**src/rtl/sched_pkg.sv**
```systemverilog
// Shared types for the issue scheduler.
// Assumes: class encoding is fixed and decoded by the bench and the top.
package sched_pkg;

    typedef enum logic [1:0] {
        CLS_ALU   = 2'b00,
        CLS_LOAD  = 2'b01,
        CLS_STORE = 2'b10
    } op_cls_e;

    localparam int INS_LANES = 2;

endpackage

```
**src/rtl/sched_scoreboard.sv**
```systemverilog
// Physical register ready bits.
// Sets come from wakeup broadcasts and clears come from destination allocation.
// A clear wins over a set to the same tag in one cycle.
// Assumes: tags 1..NUM_BOOT_READY hold architectural values at reset.
module sched_scoreboard #(
    parameter int TAG_W          = 6,
    parameter int NUM_PREGS      = 64,
    parameter int NUM_BOOT_READY = 15,
    parameter int NUM_SET        = 3,
    parameter int NUM_CLR        = 2
) (
    input  logic                       clk,
    input  logic                       rst_n,
    input  logic [NUM_SET-1:0]         set_vld,
    input  logic [NUM_SET*TAG_W-1:0]   set_tag,
    input  logic [NUM_CLR-1:0]         clr_vld,
    input  logic [NUM_CLR*TAG_W-1:0]   clr_tag,
    output logic [NUM_PREGS-1:0]       rdy
);

    function automatic logic [NUM_PREGS-1:0] boot_mask();
        logic [NUM_PREGS-1:0] m;
        for (int i = 0; i < NUM_PREGS; i++) begin
            m[i] = (i >= 1) && (i <= NUM_BOOT_READY);
        end
        return m;
    endfunction

    localparam logic [NUM_PREGS-1:0] BOOT_MASK = boot_mask();

    logic [NUM_PREGS-1:0] rdy_q;
    logic [NUM_PREGS-1:0] rdy_nxt;

    // Next ready vector: apply broadcasts, then allocation clears.
    always_comb begin
        rdy_nxt = rdy_q;
        for (int s = 0; s < NUM_SET; s++) begin
            if (set_vld[s]) rdy_nxt[set_tag[s*TAG_W +: TAG_W]] = 1'b1;
        end
        for (int c = 0; c < NUM_CLR; c++) begin
            if (clr_vld[c]) rdy_nxt[clr_tag[c*TAG_W +: TAG_W]] = 1'b0;
        end
    end

    // Ready bit register.
    always_ff @(posedge clk) begin
        if (!rst_n) rdy_q <= BOOT_MASK;
        else        rdy_q <= rdy_nxt;
    end

    assign rdy = rdy_q;

    // A set that no clear in the same cycle overrides.
    logic [NUM_SET-1:0] set_clean;
    always_comb begin
        for (int s = 0; s < NUM_SET; s++) begin
            set_clean[s] = set_vld[s];
            for (int c = 0; c < NUM_CLR; c++) begin
                if (clr_vld[c] && clr_tag[c*TAG_W +: TAG_W] == set_tag[s*TAG_W +: TAG_W])
                    set_clean[s] = 1'b0;
            end
        end
    end

    for (genvar c = 0; c < NUM_CLR; c++) begin : g_clr_chk
        // an allocated destination reads not ready in the next cycle
        a_r2_clear_lands: assert property (@(posedge clk) disable iff (!rst_n)
            clr_vld[c] |=> !rdy_q[$past(clr_tag[c*TAG_W +: TAG_W])]);
    end

    for (genvar s = 0; s < NUM_SET; s++) begin : g_set_chk
        // a broadcast tag reads ready in the next cycle
        a_r4_set_lands: assert property (@(posedge clk) disable iff (!rst_n)
            set_clean[s] |=> rdy_q[$past(set_tag[s*TAG_W +: TAG_W])]);
    end

endmodule

```
**src/rtl/sched_age_matrix.sv**
```systemverilog
// Relative age of the queue entries.
// Bit j*N+i is set when entry j is older than entry i.
// Assumes: two allocations per cycle at most, lane 0 older than lane 1.
module sched_age_matrix #(
    parameter int N     = 8,
    parameter int IDX_W = 3
) (
    input  logic             clk,
    input  logic             rst_n,
    input  logic [1:0]       alloc_vld,
    input  logic [2*IDX_W-1:0] alloc_idx,
    output logic [N*N-1:0]   older
);

    logic [N*N-1:0] older_q;
    logic [N*N-1:0] older_nxt;

    // A new entry is younger than every entry; lane 1 is applied after lane 0.
    always_comb begin
        older_nxt = older_q;
        for (int k = 0; k < 2; k++) begin
            if (alloc_vld[k]) begin
                for (int j = 0; j < N; j++) begin
                    older_nxt[j*N + int'(alloc_idx[k*IDX_W +: IDX_W])] = 1'b1;
                end
                for (int j = 0; j < N; j++) begin
                    older_nxt[int'(alloc_idx[k*IDX_W +: IDX_W])*N + j] = 1'b0;
                end
            end
        end
    end

    // Age matrix register.
    always_ff @(posedge clk) begin
        if (!rst_n) older_q <= '0;
        else        older_q <= older_nxt;
    end

    assign older = older_q;

endmodule

```
**src/rtl/sched_oldest_pick.sv**
```systemverilog
// Picks the oldest requesting entry using the age matrix.
// Assumes: the matrix diagonal is zero, so an entry never blocks itself.
module sched_oldest_pick #(
    parameter int N     = 8,
    parameter int IDX_W = 3
) (
    input  logic             clk,
    input  logic             rst_n,
    input  logic [N-1:0]     req,
    input  logic [N*N-1:0]   older,
    output logic [N-1:0]     gnt,
    output logic             gnt_vld,
    output logic [IDX_W-1:0] gnt_idx
);

    // An entry wins when no older entry also requests.
    always_comb begin
        for (int i = 0; i < N; i++) begin
            logic blocked;
            blocked = 1'b0;
            for (int j = 0; j < N; j++) begin
                blocked = blocked | (req[j] & older[j*N + i]);
            end
            gnt[i] = req[i] & ~blocked;
        end
    end

    // Encode the winner.
    always_comb begin
        gnt_idx = '0;
        for (int i = 0; i < N; i++) begin
            if (gnt[i]) gnt_idx = IDX_W'(i);
        end
        gnt_vld = |gnt;
    end

    // at most one winner per picker
    a_r6_single_winner: assert property (@(posedge clk) disable iff (!rst_n)
        $onehot0(gnt));

endmodule

```
**src/rtl/sched_mem_pipe.sv**
```systemverilog
// Tracks loads through the memory stages and broadcasts their destination.
// The broadcast leaves during stage 2, so the ready bit shows in stage 3
// and a consumer issued then executes right after stage 3.
module sched_mem_pipe #(
    parameter int TAG_W = 6
) (
    input  logic             clk,
    input  logic             rst_n,
    input  logic             iss_wb,
    input  logic [TAG_W-1:0] iss_dst,
    output logic             wake_vld,
    output logic [TAG_W-1:0] wake_tag
);

    logic             st1_vld, st2_vld;
    logic [TAG_W-1:0] st1_tag, st2_tag;

    // Advance the load through stages 1 and 2.
    always_ff @(posedge clk) begin
        if (!rst_n) begin
            st1_vld <= 1'b0;
            st2_vld <= 1'b0;
            st1_tag <= '0;
            st2_tag <= '0;
        end else begin
            st1_vld <= iss_wb;
            st1_tag <= iss_dst;
            st2_vld <= st1_vld;
            st2_tag <= st1_tag;
        end
    end

    assign wake_vld = st2_vld;
    assign wake_tag = st2_tag;

    // a load wakeup leaves exactly two cycles after the load issued
    a_r5_wake_spacing: assert property (@(posedge clk) disable iff (!rst_n)
        wake_vld |-> $past(iss_wb, 2) && wake_tag == $past(iss_dst, 2));

endmodule

```
**src/rtl/ooo_issue_sched.sv**
```systemverilog
// Issue queue with ready-bit wakeup and oldest-first select.
// It feeds NUM_ALU one-cycle arithmetic ports and one memory port
// pipelined over three stages.
// Assumes: renaming never hands out a tag that is still in flight, and
// loads and stores never overlap, so memory operations issue in any order.
module ooo_issue_sched
    import sched_pkg::*;
#(
    parameter int TAG_W          = 6,
    parameter int NUM_PREGS      = 64,
    parameter int NUM_BOOT_READY = 15,
    parameter int IQ_DEPTH       = 8,
    parameter int NUM_ALU        = 2,
    localparam int IDX_W         = (IQ_DEPTH > 1) ? $clog2(IQ_DEPTH) : 1
) (
    input  logic                       clk,
    input  logic                       rst_n,
    input  logic [1:0]                 in_vld,
    input  logic [3:0]                 in_cls,
    input  logic [1:0]                 in_use_a,
    input  logic [2*TAG_W-1:0]         in_src_a,
    input  logic [1:0]                 in_use_b,
    input  logic [2*TAG_W-1:0]         in_src_b,
    input  logic [1:0]                 in_use_dst,
    input  logic [2*TAG_W-1:0]         in_dst,
    output logic                       in_stall,
    output logic [NUM_ALU-1:0]         alu_vld,
    output logic [NUM_ALU*IDX_W-1:0]   alu_idx,
    output logic [NUM_ALU*TAG_W-1:0]   alu_src_a,
    output logic [NUM_ALU*TAG_W-1:0]   alu_src_b,
    output logic [NUM_ALU*TAG_W-1:0]   alu_dst,
    output logic                       mem_vld,
    output logic                       mem_store,
    output logic [IDX_W-1:0]           mem_idx,
    output logic [TAG_W-1:0]           mem_src_a,
    output logic [TAG_W-1:0]           mem_src_b,
    output logic [TAG_W-1:0]           mem_dst
);

    localparam int NUM_SET = NUM_ALU + 1;
    localparam int CNT_W   = $clog2(IQ_DEPTH + 1);

    typedef struct packed {
        op_cls_e          cls;
        logic             ua;
        logic [TAG_W-1:0] sa;
        logic             ub;
        logic [TAG_W-1:0] sb;
        logic             ud;
        logic [TAG_W-1:0] d;
    } iq_ent_t;

    iq_ent_t               ent_q [IQ_DEPTH];
    logic [IQ_DEPTH-1:0]   vld_q;
    iq_ent_t               lane  [INS_LANES];
    logic [INS_LANES-1:0]  acc;
    logic [NUM_PREGS-1:0]  sb_rdy;

    // Unpack the two insertion lanes.
    always_comb begin
        for (int k = 0; k < INS_LANES; k++) begin
            lane[k].cls = op_cls_e'(in_cls[2*k +: 2]);
            lane[k].ua  = in_use_a[k];
            lane[k].sa  = in_src_a[k*TAG_W +: TAG_W];
            lane[k].ub  = in_use_b[k];
            lane[k].sb  = in_src_b[k*TAG_W +: TAG_W];
            lane[k].ud  = in_use_dst[k] && (op_cls_e'(in_cls[2*k +: 2]) != CLS_STORE);
            lane[k].d   = in_dst[k*TAG_W +: TAG_W];
        end
    end

    // Find the two lowest free entries and count free space.
    logic [IDX_W-1:0] free0, free1;
    logic             free0_ok, free1_ok;
    logic [CNT_W-1:0] free_cnt;
    always_comb begin
        free0 = '0; free1 = '0;
        free0_ok = 1'b0; free1_ok = 1'b0;
        free_cnt = '0;
        for (int i = 0; i < IQ_DEPTH; i++) begin
            if (!vld_q[i]) begin
                free_cnt = free_cnt + 1'b1;
                if (!free0_ok) begin
                    free0 = IDX_W'(i); free0_ok = 1'b1;
                end else if (!free1_ok) begin
                    free1 = IDX_W'(i); free1_ok = 1'b1;
                end
            end
        end
    end

    assign in_stall = (free_cnt < CNT_W'(2));
    assign acc      = in_vld & {INS_LANES{~in_stall}};

    // Entries that are ready, split by port class.
    logic [IQ_DEPTH-1:0] req_alu, req_mem;
    for (genvar i = 0; i < IQ_DEPTH; i++) begin : g_ready
        logic src_ok;
        assign src_ok     = (!ent_q[i].ua || sb_rdy[ent_q[i].sa]) &&
                            (!ent_q[i].ub || sb_rdy[ent_q[i].sb]);
        assign req_alu[i] = vld_q[i] && src_ok && (ent_q[i].cls == CLS_ALU);
        assign req_mem[i] = vld_q[i] && src_ok &&
                            (ent_q[i].cls == CLS_LOAD || ent_q[i].cls == CLS_STORE);
    end

    // Age matrix for oldest-first select.
    logic [IQ_DEPTH*IQ_DEPTH-1:0] older;
    sched_age_matrix #(.N(IQ_DEPTH), .IDX_W(IDX_W)) u_age (
        .clk       (clk),
        .rst_n     (rst_n),
        .alloc_vld (acc),
        .alloc_idx ({free1, free0}),
        .older     (older)
    );

    // Arithmetic pickers chained so each port skips the entries taken above it.
    logic [IQ_DEPTH-1:0] alu_req [NUM_ALU];
    logic [IQ_DEPTH-1:0] alu_gnt [NUM_ALU];
    logic [IDX_W-1:0]    alu_sel [NUM_ALU];
    logic [IQ_DEPTH-1:0] alu_taken;
    for (genvar p = 0; p < NUM_ALU; p++) begin : g_alu
        if (p == 0) begin : g_first
            assign alu_req[p] = req_alu;
        end else begin : g_next
            assign alu_req[p] = alu_req[p-1] & ~alu_gnt[p-1];
        end
        sched_oldest_pick #(.N(IQ_DEPTH), .IDX_W(IDX_W)) u_pick (
            .clk     (clk),
            .rst_n   (rst_n),
            .req     (alu_req[p]),
            .older   (older),
            .gnt     (alu_gnt[p]),
            .gnt_vld (alu_vld[p]),
            .gnt_idx (alu_sel[p])
        );
        assign alu_idx[p*IDX_W +: IDX_W]   = alu_sel[p];
        assign alu_src_a[p*TAG_W +: TAG_W] = ent_q[alu_sel[p]].sa;
        assign alu_src_b[p*TAG_W +: TAG_W] = ent_q[alu_sel[p]].sb;
        assign alu_dst[p*TAG_W +: TAG_W]   = ent_q[alu_sel[p]].d;
    end

    // Union of the arithmetic grants.
    always_comb begin
        alu_taken = '0;
        for (int p = 0; p < NUM_ALU; p++) alu_taken = alu_taken | alu_gnt[p];
    end

    // Memory picker: loads and stores share one port.
    logic [IQ_DEPTH-1:0] mem_gnt;
    sched_oldest_pick #(.N(IQ_DEPTH), .IDX_W(IDX_W)) u_pick_mem (
        .clk     (clk),
        .rst_n   (rst_n),
        .req     (req_mem),
        .older   (older),
        .gnt     (mem_gnt),
        .gnt_vld (mem_vld),
        .gnt_idx (mem_idx)
    );
    assign mem_store = (ent_q[mem_idx].cls == CLS_STORE);
    assign mem_src_a = ent_q[mem_idx].sa;
    assign mem_src_b = ent_q[mem_idx].sb;
    assign mem_dst   = ent_q[mem_idx].d;

    // Load wakeup delay line.
    logic             ld_wake;
    logic [TAG_W-1:0] ld_wake_tag;
    sched_mem_pipe #(.TAG_W(TAG_W)) u_mem_pipe (
        .clk      (clk),
        .rst_n    (rst_n),
        .iss_wb   (mem_vld && ent_q[mem_idx].cls == CLS_LOAD && ent_q[mem_idx].ud),
        .iss_dst  (ent_q[mem_idx].d),
        .wake_vld (ld_wake),
        .wake_tag (ld_wake_tag)
    );

    // Broadcast sources: arithmetic issue (same cycle) and delayed loads.
    logic [NUM_SET-1:0]       set_vld;
    logic [NUM_SET*TAG_W-1:0] set_tag;
    always_comb begin
        for (int p = 0; p < NUM_ALU; p++) begin
            set_vld[p]                = alu_vld[p] && ent_q[alu_sel[p]].ud;
            set_tag[p*TAG_W +: TAG_W] = ent_q[alu_sel[p]].d;
        end
        set_vld[NUM_ALU]                = ld_wake;
        set_tag[NUM_ALU*TAG_W +: TAG_W] = ld_wake_tag;
    end

    // Allocation clears for accepted destinations.
    logic [INS_LANES-1:0]       clr_vld;
    logic [INS_LANES*TAG_W-1:0] clr_tag;
    always_comb begin
        for (int k = 0; k < INS_LANES; k++) begin
            clr_vld[k]                = acc[k] && lane[k].ud;
            clr_tag[k*TAG_W +: TAG_W] = lane[k].d;
        end
    end

    sched_scoreboard #(
        .TAG_W          (TAG_W),
        .NUM_PREGS      (NUM_PREGS),
        .NUM_BOOT_READY (NUM_BOOT_READY),
        .NUM_SET        (NUM_SET),
        .NUM_CLR        (INS_LANES)
    ) u_sb (
        .clk     (clk),
        .rst_n   (rst_n),
        .set_vld (set_vld),
        .set_tag (set_tag),
        .clr_vld (clr_vld),
        .clr_tag (clr_tag),
        .rdy     (sb_rdy)
    );

    // Entry occupancy: free issued entries, fill accepted lanes.
    logic [IQ_DEPTH-1:0] issued;
    logic [IQ_DEPTH-1:0] alloc_mask;
    always_comb begin
        issued     = alu_taken | mem_gnt;
        alloc_mask = '0;
        if (acc[0]) alloc_mask[free0] = 1'b1;
        if (acc[1]) alloc_mask[free1] = 1'b1;
    end

    // Valid bits.
    always_ff @(posedge clk) begin
        if (!rst_n) vld_q <= '0;
        else        vld_q <= (vld_q & ~issued) | alloc_mask;
    end

    // Entry payload; only meaningful while the valid bit is set.
    always_ff @(posedge clk) begin
        if (acc[0]) ent_q[free0] <= lane[0];
        if (acc[1]) ent_q[free1] <= lane[1];
    end

    // every grant points at a live entry
    a_r10_grant_live: assert property (@(posedge clk) disable iff (!rst_n)
        ((alu_taken | mem_gnt) & ~vld_q) == '0);

    // the two arithmetic ports never carry the same entry
    a_r6_ports_distinct: assert property (@(posedge clk) disable iff (!rst_n)
        (alu_taken & mem_gnt) == '0 && $countones(alu_taken) == $countones(alu_vld));

    // no entry is added while stalled
    a_r8_stall_blocks: assert property (@(posedge clk) disable iff (!rst_n)
        in_stall |=> $countones(vld_q) <= $past($countones(vld_q)));

endmodule

```
**config.mk**
```make
export PLATFORM = sky130hd
export DESIGN_NAME = ooo_issue_sched
export DESIGN_NICKNAME = d
export VERILOG_FILES = /design/src/rtl/sched_pkg.sv /design/src/rtl/sched_scoreboard.sv /design/src/rtl/sched_age_matrix.sv /design/src/rtl/sched_oldest_pick.sv /design/src/rtl/sched_mem_pipe.sv /design/src/rtl/ooo_issue_sched.sv
export SDC_FILE = /design/constraint.sdc
export NUM_CORES = 1
export LEC_CHECK = 0
export CAP_MARGIN = 20
export CORE_MARGIN = 3
export CORE_UTILIZATION = 45
export CTS_BUF_LIST = sky130_fd_sc_hd__clkbuf_16
export CTS_CLUSTER_SIZE = 12
export DETAILED_ROUTE_END_ITERATION = 10
export DONT_BUFFER_PORTS = 1
export GPL_TIMING_DRIVEN = 0
export HOLD_SLACK_MARGIN = 0.08
export SYNTH_ARGS = -nofsm -noshare
export SYNTH_HDL_FRONTEND = slang
export SYNTH_SLANG_ARGS = --single-unit
```
**constraint.sdc**
```tcl
create_clock -name clk -period 13.2 [get_ports clk]
set_input_delay 2.64 -clock clk [delete_from_list [all_inputs] [get_ports clk]]
set_output_delay 2.64 -clock clk [all_outputs]
set_load 0.01 [all_outputs]
```
# Yosys cells after proc, flatten, opt, wreduce, memory -nomap -nowiden
# Memory sizes are Yosys's and may differ from the RTL's.
# Index checks and enable logic that the tools add are counted.
# classes
n_reduce_logical	130
n_eq_ne	20
n_mux	204
n_lt_le_gt_ge	95
bitwise	473
addsub	35
# op_table
op	n
64-bit bitwise AND	18
64-bit bitwise OR	17
64-bit NOT	16
32-bit by 1-bit >= comparator with 1-bit output, second input constant	28
32-bit by 8-bit < comparator with 1-bit output, second input constant	28
64-bit 2-to-1 mux	7
1-bit bitwise AND	216
1-bit demux with 6-bit select	33
1-bit bitwise OR	168
6-bit by 7-bit < comparator with 1-bit output, second input constant	23
3-bit 2-to-1 mux	48
57-bit NOT with 64-bit output	2
64-bit by 8-bit bitwise OR with 64-bit output	2
1-bit binary-select mux with 6-bit select	16
1-bit 2-to-1 mux	85
1-bit logical AND	79
6-bit by 3-bit adder with 7-bit output, first input constant	8
6-bit by 3-bit adder with 7-bit output, second input constant	8
6-bit by 1-bit >= comparator with 1-bit output, second input constant	7
8-bit bitwise OR	4
4-bit by 1-bit adder with 4-bit output, second input constant	7
6-bit by 2-bit adder with 7-bit output, second input constant	4
4-bit 2-to-1 mux	7
1-bit NOT	25
other kinds (19)	101
# totals
mem_count	1
reg_bits	150
input_bits	50
mem_bits_rw	184
# mem_list
name	depth	word_bits	rd	rd_ports_with_merged_regs	write_ports	line	text
ent_q	8	23	11	0	2	ooo_issue_sched.sv:53	iq_ent_t ent_q [IQ_DEPTH];

# Longest topological paths before layout
# logic_depth
depth_word	52
ltp_mapped	26
depth_no_buf	24

# Modules after synthesis
# From an unflattened synthesis, not the netlist that was laid out.
# unflattened
cells_unflattened	2399
hier_area_um2	30247.8
# by_module_without_submodules
module	area_each_um2	cells_each	instances
ooo_issue_sched	21640.8	1398	1
sched_scoreboard	4201.5	498	1
sched_age_matrix	2392.3	249	1
sched_oldest_pick	540.5	75	3
sched_mem_pipe	391.6	29	1

# Worst setup path after synthesis
# Ideal clock, no wire load.
# synth_path
path_kind	reg2out
startpoint	memory ent_q[6][7] (netlist name)
endpoint	output port alu_src_a[8]
arrival_time_ns	5.360
path_stages_with_launch	25
path_buffers	7
slack_ns	5.200
cell_sequence	edfxtp_1 -> buf_2 -> buf_2 -> mux2i_1 -> a22oi_1 -> nand3_1 -> nand3_1 -> nor3_1 -> nor4_1 -> a2111oi_4 -> a21boi_1 -> a2111oi_2 -> nand4_1 -> or3_1 -> buf_2 -> and2_4 -> buf_6 -> buf_2 -> o21ai_0 -> buf_2 -> buf_4 -> mux2i_1 -> mux2i_1 -> nor2_1 -> a211oi_1
# synth_lines
item	line	text
from (decl)	ooo_issue_sched.sv:53	
to (decl)	ooo_issue_sched.sv:29	output logic [NUM_ALU*TAG_W-1:0] alu_src_a,

# Worst setup path after layout
# layout_path
startpoint	register u_sb.rdy_q[17], in the netlist u_sb.rdy[17]
endpoint	output port alu_src_a[11]
# layout_via
elab_chain_len	36
word_cells_on_any_way	337
# layout_lines
item	line	text
from (decl)	sched_scoreboard.sv:31	logic [NUM_PREGS-1:0] rdy_q;
from (signal assigned)	sched_scoreboard.sv:48	else rdy_q <= rdy_nxt;
1-bit binary-select mux with 6-bit select, on equally long branches	ooo_issue_sched.sv:99, ooo_issue_sched.sv:100	
1-bit 2-to-1 mux, on equally long branches	ooo_issue_sched.sv:99, ooo_issue_sched.sv:100	
1-bit logical OR, on equally long branches	ooo_issue_sched.sv:99, ooo_issue_sched.sv:100	
1-bit logical AND	ooo_issue_sched.sv:99	assign src_ok = (!ent_q[i].ua || sb_rdy[ent_q[i].sa]) &&
1-bit logical AND (2 in series)	ooo_issue_sched.sv:101	assign req_alu[i] = vld_q[i] && src_ok && (ent_q[i].cls == CLS_ALU);
1-bit bitwise AND	sched_oldest_pick.sv:22	blocked = blocked | (req[j] & older[j*N + i]);
1-bit bitwise OR (7 in series)	sched_oldest_pick.sv:22	
1-bit NOT	sched_oldest_pick.sv:24	gnt[i] = req[i] & ~blocked;
[3 not listed]	n/a	
1-bit bitwise AND	sched_oldest_pick.sv:22	
1-bit bitwise OR (7 in series)	sched_oldest_pick.sv:22	
1-bit NOT	sched_oldest_pick.sv:24	
1-bit bitwise AND	sched_oldest_pick.sv:24	
1-bit 2-to-1 mux	sched_oldest_pick.sv:32	if (gnt[i]) gnt_idx = IDX_W'(i);
3-bit 2-to-1 mux (5 in series)	sched_oldest_pick.sv:32	
3-bit 2-to-1 mux *	sched_oldest_pick.sv:32	
memory read 8 x 23 bit *	n/a	
# Mark *: on every way between the ends. The rest lies on a longest branch, timed or not. The select of a mux whose other input is x is not followed.

==> flow_summary.yaml <==
outcome:
  run_status: "finished, final reports clean"
power:
  ir_drop_mv: 0.410
  power_density_nw_per_um2: 221
  p_leak_nw: 12.8
  power_mw: 7.79
logic_synthesis:
  synth_xor_area_share_pct: 0.302
  synth_top_family_by_area: "multiplexers"
  post-synth-top-count-cell: "mux2i_1"
  ys_types: 105
  async_flop_share_pct: 0
  synth.area.mux_share_pct: 27.6
  syn_area_per_cell_um2: 8.79
  synth_compound_area_share_pct: 20.5
  synth_edf_count: 184
  synth_area_um2: 31900
  synth_fa_ha_area_share_pct: 0.627
  synth_top_area_share_pct: 17.3
  synthFlopType: "edfxtp_1"
  synth-simple-area-share_pct: 17.9
  synth_commonest_cells: "443 x mux2i_1, 371 x nand2_1, 232 x mux2_2, 221 x clkbuf_1, 208 x a21oi_1"
  ys_warn_count: 0
  ys_ff_latch: 334
  synth.area.top_cells: "edfxtp_1 17%, mux2i_1 14%, dfxtp_1 9.4%, mux2_2 8.2%, mux4_2 5.4%"
  yosysSeqAreaShare_pct: 26.7
  yosysTopAreaCell: "edfxtp_1"
  netlist_instances: 3630
  synth_fp_nets: 3696
layout:
  drive_gt1_share_pct: 16.6
  design_area_um2: 35200
  post-route-util_pct: 50.2
  final_nets: 3799
  area_delta_synth_final_pct: 10.5
  final_cells: 4707
  fillCellCount: 6938
setup_path:
  reg2reg_to: "u_sb.rdy[61]"
  worstSetupEndpointType: "primary output"
  cp.depth: 24
  crit_slowest_cell: "nor4_1"
  rrSetupSlack_ns: 3.41
  startpoint: "u_sb.rdy[17]"
  r2r-start: "u_sb.rdy[17]"
  crit_end: "alu_src_a[11]"
  critPathTopFamily: "compound AO/OA/AOI/OAI gates"
  startpoint_type: "flop"
  max_stage_delay_ns: 1.06
  path_class: "flop to primary output"
  crit_required_ns: 10.56
  cp_cell_sequence: "clkbuf_1 > mux2i_1 > a22oi_1 > a311oi_1 > a311o_1 > o221a_1 > buf_2 > nor4_1 > a2111oi_4 > a21boi_1 > a22oi_1 > nand4_1 > o21a_1 > and2_4 > buf_6 > buf_2 > o21ai_0 > buf_4 > buf_2 > buf_4 > mux2i_1 > mux2i_1 > nor2_1 > a211oi_1"
  cp.arrival_ns: 9.75
  worst-path-max-fanout: 10
  path_buf_inv: 7
  reg2regPathDepth: 20
place:
  dp_cells: 4611
  io_buffers: 0
  hpwl_um: 140000
  pre_cts_slack_ns: 1.98
  place_area_um2: 33700
  place.gp.congestion: 1.07
timing:
  fin_crit_ns: 12.39
  skew_ns: 0.0264
  setup_viol: 0
  fin_crit_sh_pct: 93.8
  fmax_mhz: 80.7
  tns_ns: 0
  worstMarginPinSlew_ns: 1.30
  hold_viol_final: 0
  maxSlewHeadroom_pct: 13.1
  slew_viol_final: 0
  timing.final.ws_setup_ns: 0.814
  worst_hold_slack_ns: 0.430
  rsz0062_at_grt: "no"
route:
  num_vias: 34786
  post_drt_wl_per_cell_um: 39.4
  wirelength_um: 186000
  ant_nets: 0
  dr.pass1.iters: 6
  dr.first_iter.drc_count: 6338
  drc_errors: 0
  viasPerCell: 7.39
grt:
  grt_pass1_vias: 32070
  grt_pass1_wl_um: 251000
  antenna_found_initial: 9
  track_usage_pct: 48.0
  grt_overflow_total: 0
  grt_max_degree: 20
cts:
  cts_tree: "built"
  clk_latency_ns: 0.60
  cts_sinks: 334
  cts_setup_buffers: 0
  cts_resized: 0
  clkTransAtPathRegs_ns: 0.06
  cts_hold_buf: 0
  clockBufferDepth: 3
  cts_root_buf: "clkbuf_16"
  cts_buffers: 40
  htreeDepth: 2
floorplan:
  num_rows: 97
  core_area_um2: 70100
  start_util_pct: 45.5
  die_h_um: 272
  chipWidth_um: 272
  die_area_um2: 74100
  pin_count: 118
min_path:
  hp-class: "flop to flop"
flow_run:
  drv_cap: 0
==> how the worst min path moves through the flow <==
| stage | startpoint | to | slack [ns] | cells after the start |
|---|---|---|---|---|
| after global routing | u_mem_pipe.st1_tag[1] | u_mem_pipe.wake_tag[1] | 0.46 | 1 |
| after CTS | u_mem_pipe.st1_tag[1] | u_mem_pipe.wake_tag[1] | 0.43 | 1 |
| final | u_mem_pipe.st1_tag[1] | u_mem_pipe.wake_tag[1] | 0.43 | 1 |
| after floorplan | u_mem_pipe.st1_tag[0] | u_mem_pipe.wake_tag[0] | 0.41 | 1 |
| after global placement | u_mem_pipe.st1_tag[1] | u_mem_pipe.wake_tag[1] | 0.41 | 1 |
| after detailed placement | u_mem_pipe.st1_tag[1] | u_mem_pipe.wake_tag[1] | 0.42 | 1 |
==> registers in the layout, summed over array words and instances, names as in the netlist <==
name	flops
u_mem_pipe.st1_vld	1
u_age.older	64
vld_q	8
u_sb.rdy	64
u_mem_pipe.st1_tag	6
u_mem_pipe.wake_tag	6
u_mem_pipe.wake_vld	1
ent_q	184
==> metal layers <==
layer / global-route usage (%) / share of wire [%]
met2: 67.4 / 40
met3: 19.9 / 16
met1: 61.7 / 37
met4: 27.4 / 7.0
met5: 0 / 0.019
==> cell type report <==
class / instances / area, um2 / area share [%]
multi-input combinational: 2833 / 21400 / 60.8
clock buffer: 42 / 1050 / 2.98
timing repair buffer: 61 / 822 / 2.33
antenna: 6 / 15.0 / 0.0426
buffer: 365 / 1660 / 4.70
clock inverter: 28 / 199 / 0.564
tap: 940 / 1180 / 3.34
inverter: 98 / 368 / 1.04
sequential: 334 / 8530 / 24.2
==> cells in the final DEF (no fill, tap or decap), types with 42 or more instances in the layout <==
cell / n
nor4_1: 62
edfxtp_1: 184
nor2_1: 205
nand3_1: 117
nand2b_1: 45
mux2_2: 232
a221oi_1: 86
a22oi_1: 86
o22ai_1: 71
clkbuf_16: 42
o21ai_0: 133
mux4_2: 77
dfxtp_1: 150
and2_1: 46
clkbuf_1: 217
inv_1: 101
buf_2: 75
a21oi_1: 208
mux2i_1: 443
o221ai_1: 61
nand2_1: 367
nor2b_1: 63
==> cells by family (layout without fill, tap and decap cells) <==
logic type | Yosys count | after routing
AOI/OAI and AO/OA | 925 | 925
xor gates and xnor gates | 11 | 11
adders and majority gates | 16 | 16
buffers and inverters | 463 | 594
DFF | 334 | 334
muxes | 754 | 754
other | 0 | 6
and+or+nand+nor | 1127 | 1127
==> power breakdown <==
part / internal [mW] / switching [mW]
Combinational: 1.56 / 3.35
Sequential: 1.51 / 0.270
Clock: 0.600 / 0.489
==> worst reg2reg max path, delay by kind of cell (launching register included) <==
family | cells | cell delay, ns
buffers and inverters | 4 | 2.36
DFF | 1 | 0.78
AOI/OAI and AO/OA | 9 | 3.34
and+or+nand+nor | 6 | 3.01
muxes | 1 | 0.19
No activity file was read; power rests on OpenSTA's default activity.
